==> src/rtl/nhm_pkg.sv <==
package nhm_pkg;
  localparam int NSRC = 2;

  // Per-stream threshold comparisons, registered in the tracker
  typedef struct packed {
    logic run_sgl;   // constant run above single-stream limit
    logic run_dual;  // constant run above dual-stream limit
    logic alt_sgl;   // alternation above single-stream limit
    logic alt_dual;  // alternation above dual-stream limit
  } trk_flags_t;
endpackage

==> src/rtl/nhm_run_tracker.sv <==
module nhm_run_tracker #(
  parameter int CONST_SGL  = 64,
  parameter int CONST_DUAL = 32,
  parameter int ALT_SGL    = 32,
  parameter int ALT_DUAL   = 16
) (
  input  logic                clk,
  input  logic                rst,
  input  logic                vld,
  input  logic                bit_in,
  output nhm_pkg::trk_flags_t flags
);
  localparam int CW = $clog2(CONST_SGL + 2);
  localparam int AW = $clog2(ALT_SGL + 2);
  localparam logic [CW-1:0] RUN_MAX = CW'(CONST_SGL + 1);
  localparam logic [AW-1:0] ALT_MAX = AW'(ALT_SGL + 1);

  logic          last_q;
  logic [CW-1:0] run_q, run_d;
  logic          phase_q;   // 1: holding first bit of a pair
  logic          half_q;    // first bit of the current pair
  logic          pfirst_q;  // first bit of the last alternating pair
  logic [AW-1:0] alt_q, alt_d;

  always_comb begin
    if (run_q != '0 && bit_in == last_q)
      run_d = (run_q == RUN_MAX) ? run_q : run_q + 1'b1;
    else
      run_d = CW'(1);
  end

  always_comb begin
    alt_d = alt_q;
    if (phase_q) begin
      if (half_q == bit_in)
        alt_d = '0;
      else if (alt_q != '0 && pfirst_q == half_q)
        alt_d = (alt_q == ALT_MAX) ? alt_q : alt_q + 1'b1;
      else
        alt_d = AW'(1);
    end
  end

  always_ff @(posedge clk) begin
    if (rst) begin
      last_q   <= 1'b0;
      run_q    <= '0;
      phase_q  <= 1'b0;
      half_q   <= 1'b0;
      pfirst_q <= 1'b0;
      alt_q    <= '0;
      flags    <= '0;
    end else if (vld) begin
      last_q  <= bit_in;
      run_q   <= run_d;
      phase_q <= ~phase_q;
      if (!phase_q) half_q <= bit_in;
      else          pfirst_q <= half_q;
      alt_q          <= alt_d;
      flags.run_sgl  <= run_d > CW'(CONST_SGL);
      flags.run_dual <= run_d > CW'(CONST_DUAL);
      flags.alt_sgl  <= alt_d > AW'(ALT_SGL);
      flags.alt_dual <= alt_d > AW'(ALT_DUAL);
    end
  end
endmodule

==> src/rtl/nhm_flag_ctrl.sv <==
module nhm_flag_ctrl (
  input  logic                                  clk,
  input  logic                                  rst,
  input  nhm_pkg::trk_flags_t [nhm_pkg::NSRC-1:0] flags,
  input  logic                                  irq_en,
  input  logic                                  clr_wr,
  input  logic                                  clr_data,
  output logic                                  err_live,
  output logic                                  err_sticky,
  output logic                                  irq
);
  logic [nhm_pkg::NSRC-1:0] run_s, run_d2, alt_s, alt_d2;
  logic fault, sticky_nxt;

  for (genvar g = 0; g < nhm_pkg::NSRC; g++) begin : g_unpack
    assign run_s[g]  = flags[g].run_sgl;
    assign run_d2[g] = flags[g].run_dual;
    assign alt_s[g]  = flags[g].alt_sgl;
    assign alt_d2[g] = flags[g].alt_dual;
  end

  assign fault      = (|run_s) | (|alt_s) | (&run_d2) | (&alt_d2);
  assign sticky_nxt = fault | (err_sticky & ~(clr_wr & ~clr_data));

  always_ff @(posedge clk) begin
    if (rst) begin
      err_live   <= 1'b0;
      err_sticky <= 1'b0;
      irq        <= 1'b0;
    end else begin
      err_live   <= fault;
      err_sticky <= sticky_nxt;
      irq        <= sticky_nxt & irq_en;
    end
  end
endmodule

==> src/rtl/noise_health_mon.sv <==
module noise_health_mon #(
  parameter int CONST_SGL  = 64,
  parameter int CONST_DUAL = 32,
  parameter int ALT_SGL    = 32,
  parameter int ALT_DUAL   = 16
) (
  input  logic                     clk,
  input  logic                     rst,
  input  logic                     smp_vld,
  input  logic [nhm_pkg::NSRC-1:0] smp_bit,
  input  logic                     irq_en,
  input  logic                     clr_wr,
  input  logic                     clr_data,
  output logic                     err_live,
  output logic                     err_sticky,
  output logic                     irq
);
  nhm_pkg::trk_flags_t [nhm_pkg::NSRC-1:0] trk_flags;

  for (genvar s = 0; s < nhm_pkg::NSRC; s++) begin : g_src
    nhm_run_tracker #(
      .CONST_SGL (CONST_SGL),
      .CONST_DUAL(CONST_DUAL),
      .ALT_SGL   (ALT_SGL),
      .ALT_DUAL  (ALT_DUAL)
    ) u_trk (
      .clk   (clk),
      .rst   (rst),
      .vld   (smp_vld),
      .bit_in(smp_bit[s]),
      .flags (trk_flags[s])
    );
  end

  nhm_flag_ctrl u_flags (
    .clk       (clk),
    .rst       (rst),
    .flags     (trk_flags),
    .irq_en    (irq_en),
    .clr_wr    (clr_wr),
    .clr_data  (clr_data),
    .err_live  (err_live),
    .err_sticky(err_sticky),
    .irq       (irq)
  );
endmodule

==> config.mk <==
export PLATFORM = sky130hd
export DESIGN_NAME = noise_health_mon
export DESIGN_NICKNAME = d
export VERILOG_FILES = /design/src/rtl/nhm_pkg.sv /design/src/rtl/nhm_run_tracker.sv /design/src/rtl/nhm_flag_ctrl.sv /design/src/rtl/noise_health_mon.sv
export SDC_FILE = /design/constraint.sdc
export NUM_CORES = 1
export LEC_CHECK = 0
export ABC_CLOCK_PERIOD_IN_PS = 2100
export BUFFER_PORTS_ARGS = -buffer_cell sky130_fd_sc_hd__buf_2
export CORE_MARGIN = 2
export CORE_UTILIZATION = 47
export CTS_CLUSTER_DIAMETER = 40
export DETAILED_ROUTE_END_ITERATION = 8
export GPL_ROUTABILITY_DRIVEN = 0
export HOLD_SLACK_MARGIN = 0.12
export PLACE_DENSITY = 0.68
export SLEW_MARGIN = 30
export SYNTH_ARGS = -nofsm -noshare
export SYNTH_HDL_FRONTEND = slang
export SYNTH_HIERARCHICAL = 1
export SYNTH_SLANG_ARGS = --single-unit
==> constraint.sdc <==
create_clock -name clk -period 2.1 [get_ports clk]
set_clock_uncertainty 0.2 [all_clocks]
set_input_delay 0.105 -clock clk [delete_from_list [all_inputs] [get_ports clk]]
set_output_delay 0.105 -clock clk [all_outputs]
set_load 0.005 [all_outputs]
==> impl_results.md <==
* Die extent in y at 82.1 microns
* Avg Cell Area, Syn at 8.09 sq um
* Met3 usage at 0.0413
* Crit path capture type: flip-flop
* MaxCap Viol Count at 0
* Final HPWL DP at 4.65 mm
* DIE WIDTH at 82.1 microns
* Switching share of power at 0.275
* Buffers on Ports at 10
* EDFF count, synth at 0
* Fraction of registers with async set/reset at 0
* Dpl ws at -0.0931 ns
* Sw Pwr at 0.550 mW
* First-pass GRT wire length at 11.1 mm
* Setup WS post-layout at 0.00957 ns
* GR Layer Usage met1 at 0.286
* Clock Tree Buf Depth at 2
* Yosys warnings at 6
* CP Data Required Time at 2.08 ns
* Layout Cells excl Fill at 484
* DRT iter0 DRCs at 166
* Initial antenna violation count at 0
* Largest net degree at the start of global routing at 26
* Row cnt at 28
* Diode count at 0
* Grt total ovfl at 0
* Crit path cell chain: inv_2 -> ha_4 -> nand4bb_1 -> or3_4 -> a21o_1 -> a221oi_2 -> buf_4 -> a211oi_2
* Hold Path Class: input pin to flip-flop
* CP Class: flip-flop to flip-flop
* Syn Nets at 375
* H-tree levels at 2
* Final setup viols at 0
* Ys flop type: dfxtp_1
* Comb pwr share at 0.193
* Worst rel slew slack at 0.675
* Vias in the first global route at 2489
* Outcome: finished, final reports clean
* Max frequency at 0.478 GHz
* Worst setup SP type: flip-flop
* Peak VDD IR at 0.000420 V
* Cell Pwr Density at 543 nW/um^2
* Number of synthesized register bits at 45
* RSZ-0062 raised after global routing: true
* Gr usage total at 0.207
* Register area share after synthesis at 0.314
* Die area at 6750 sq um
* Root Buffer: clkbuf_8
* Peak per-stage delay on the critical path at 0.40 ns
* DP Cell Count at 466
* Clock Latency Late Sink at 0.29 ns
* Cell variety after synth at 51
* Share of cells above drive strength 1 at 0.306
* DR vias at 2808
* Final cell utilization of the core at 0.623
* Cell area after synthesis at 2870 sq um
* Most common cell after layout, fill and taps aside: buf_4
* Post-synthesis instance total at 355
* Clock Sinks at 45
* Total Power at 2.00 mW
* Fin. Hold Viols at 0
* Period utilisation layout at 0.995
* Global-route met2 utilization at 0.332
* Core area at 5920 sq um
* Final wirelength at 7.17 mm
* DRC viols at 0
* I/O Pins at 11
* Slew of the pin with the lowest slew margin at 0.487 ns
* Clk pwr share at 0.346
* Number of buffers added by the clock tree synthesis step at 5
* Max-slew violations at 0
* Initial Util at 0.485
* Final hold slack at 0.131 ns
* Post-layout min period at 2.09 ns
* Via-to-Cell Ratio at 5.80
* Part of the power in registers at 0.461
* Clock slew at reported path FFs at 0.08 ns
* Grt peak-use layer: met2
* DR WL/cell at 14.8 microns
* Drt pass-1 iters at 5
* Area Growth Syn to Fin at 28.4%
* Max FO, Critical Path at 3
* DRT antenna net count at 0
* P_int at 1.45 mW
* Commonest non-fill, non-tap cells in the layout: buf_4 (42), dfxtp_1 (34), nor2_1 (31), nand2_1 (28), o21ai_0 (28)
* Arrival @ worst endpoint at 2.07 ns
* Crit-path slowest cell: or3_4
* Lkg Pwr at 1.39 nW
* CTS tree: built
* Final nets at 428
layer usage:
layer,vias to the layer above,share of wire
met5,-,0
met4,0,0.011
met3,10,0.027
met2,44,0.49
met1,1356,0.47
li1,1398,-
path summary, 6_finish.rpt:
kind                                        start                                    to  slack, ns  depth (start not counted)
max          g_src[0].u_trk/alt_q[1]$_SDFFE_PP0P_  g_src[0].u_trk/flags[1]$_SDFFE_PP0P_       0.01                          8
min reg2reg  g_src[1].u_trk/pfirst_q$_SDFFE_PP0P_  g_src[1].u_trk/pfirst_q$_SDFFE_PP0P_       0.32                          2
min                                    smp_bit[0]  g_src[0].u_trk/alt_q[0]$_SDFFE_PP0P_       0.13                          4
max reg2reg  g_src[0].u_trk/alt_q[1]$_SDFFE_PP0P_  g_src[0].u_trk/flags[1]$_SDFFE_PP0P_       0.01                          8
cells by family (layout without fill, tap and decap cells):
logic type,after synthesis,in the layout,synth area share
XOR/XNOR,12,12,0.0366
flip-flops,45,45,0.314
AO/OA/AOI/OAI,106,106,0.254
adder cells (fa/ha/maj),12,12,0.0523
buffers and inverters,34,88,0.0462
AND/OR/NAND/NOR,136,136,0.261
multiplexers,10,10,0.0357
critical path: cells and delay by family (launching register included):
family | cells | cell delay [ns]
AND/OR/NAND/NOR | 2 | 0.54
adder cells (fa/ha/maj) | 1 | 0.14
buffers and inverters | 2 | 0.24
flip-flops | 1 | 0.33
AO/OA/AOI/OAI | 3 | 0.52
layout make-up:
| type | count | area, sq um |
|---|---|---|
| inverter | 20 | 75.1 |
| fill | 497 | 2230 |
| tap | 75 | 93.8 |
| clock buffer | 7 | 86.3 |
| timing repair buffer | 60 | 448 |
| clock inverter | 1 | 30.0 |
| multi-input combinational | 276 | 2030 |
| sequential | 45 | 920 |
power by group through the flow:
stage / clock network, mW / logic [mW] / registers (mW)
floorplan: 0 / 0.211 / 0.924
global placement: 0 / 0.310 / 0.935
detailed placement: 0 / 0.316 / 0.935
CTS: 0.710 / 0.339 / 0.916
global route: 0.739 / 0.424 / 0.926
finish: 0.693 / 0.386 / 0.922
cell usage after synthesis, drive strengths merged (4+ instances only):
master,instances,area share
dfxtp,45,0.31
o21ai,34,0.059
nor2,31,0.041
a21oi,28,0.051
nand2,28,0.037
inv,20,0.026
nand3,16,0.028
ha,12,0.052
a211oi,11,0.031
clkbuf,8,0.010
mux2i,8,0.028
or3,8,0.017
xnor2,8,0.024
a22oi,6,0.016
and3,6,0.014
buf,6,0.0096
nand3b,6,0.016
nor3b,5,0.013
or4,5,0.017
a2111oi,4,0.021
a221oi,4,0.012
nand2b,4,0.0087
nor2b,4,0.0087
nor3,4,0.0070
nor4,4,0.013
o2bb2ai,4,0.017
or2,4,0.0087
xor2,4,0.012
metrics by stage:
step / setup TNS [ns] / area, sq um
2_1_floorplan: 0 / 2870
3_3_place_gp: -0.165 / 3260
3_5_place_dp: -0.294 / 3260
4_1_cts: 0 / 3470
5_1_grt: -0.223 / 3690
6_report: 0 / 3690
flip-flops by register name, summed over array words and instances (netlist names):
register / count
g_src.u_trk/run_q: 14
g_src.u_trk/alt_q: 12
g_src.u_trk/flags: 8
g_src.u_trk/half_q: 2
g_src.u_trk/last_q: 2
g_src.u_trk/pfirst_q: 2
g_src.u_trk/phase_q: 2
u_flags/err_live: 1
u_flags/err_sticky: 1
u_flags/irq: 1
what timing repair did:
| action | CTS | global route |
|---|---|---|
| setup buffers | 0 | 2 |
| endpoints found under the hold margin | 25 | 0 |
| resized for setup | 9 | 48 |
| setup endpoints to repair | 5 | 10 |
| pin swaps | 5 | 18 |
| hold buffers | 8 | 0 |
No activity file was read; power rests on OpenSTA's default activity.
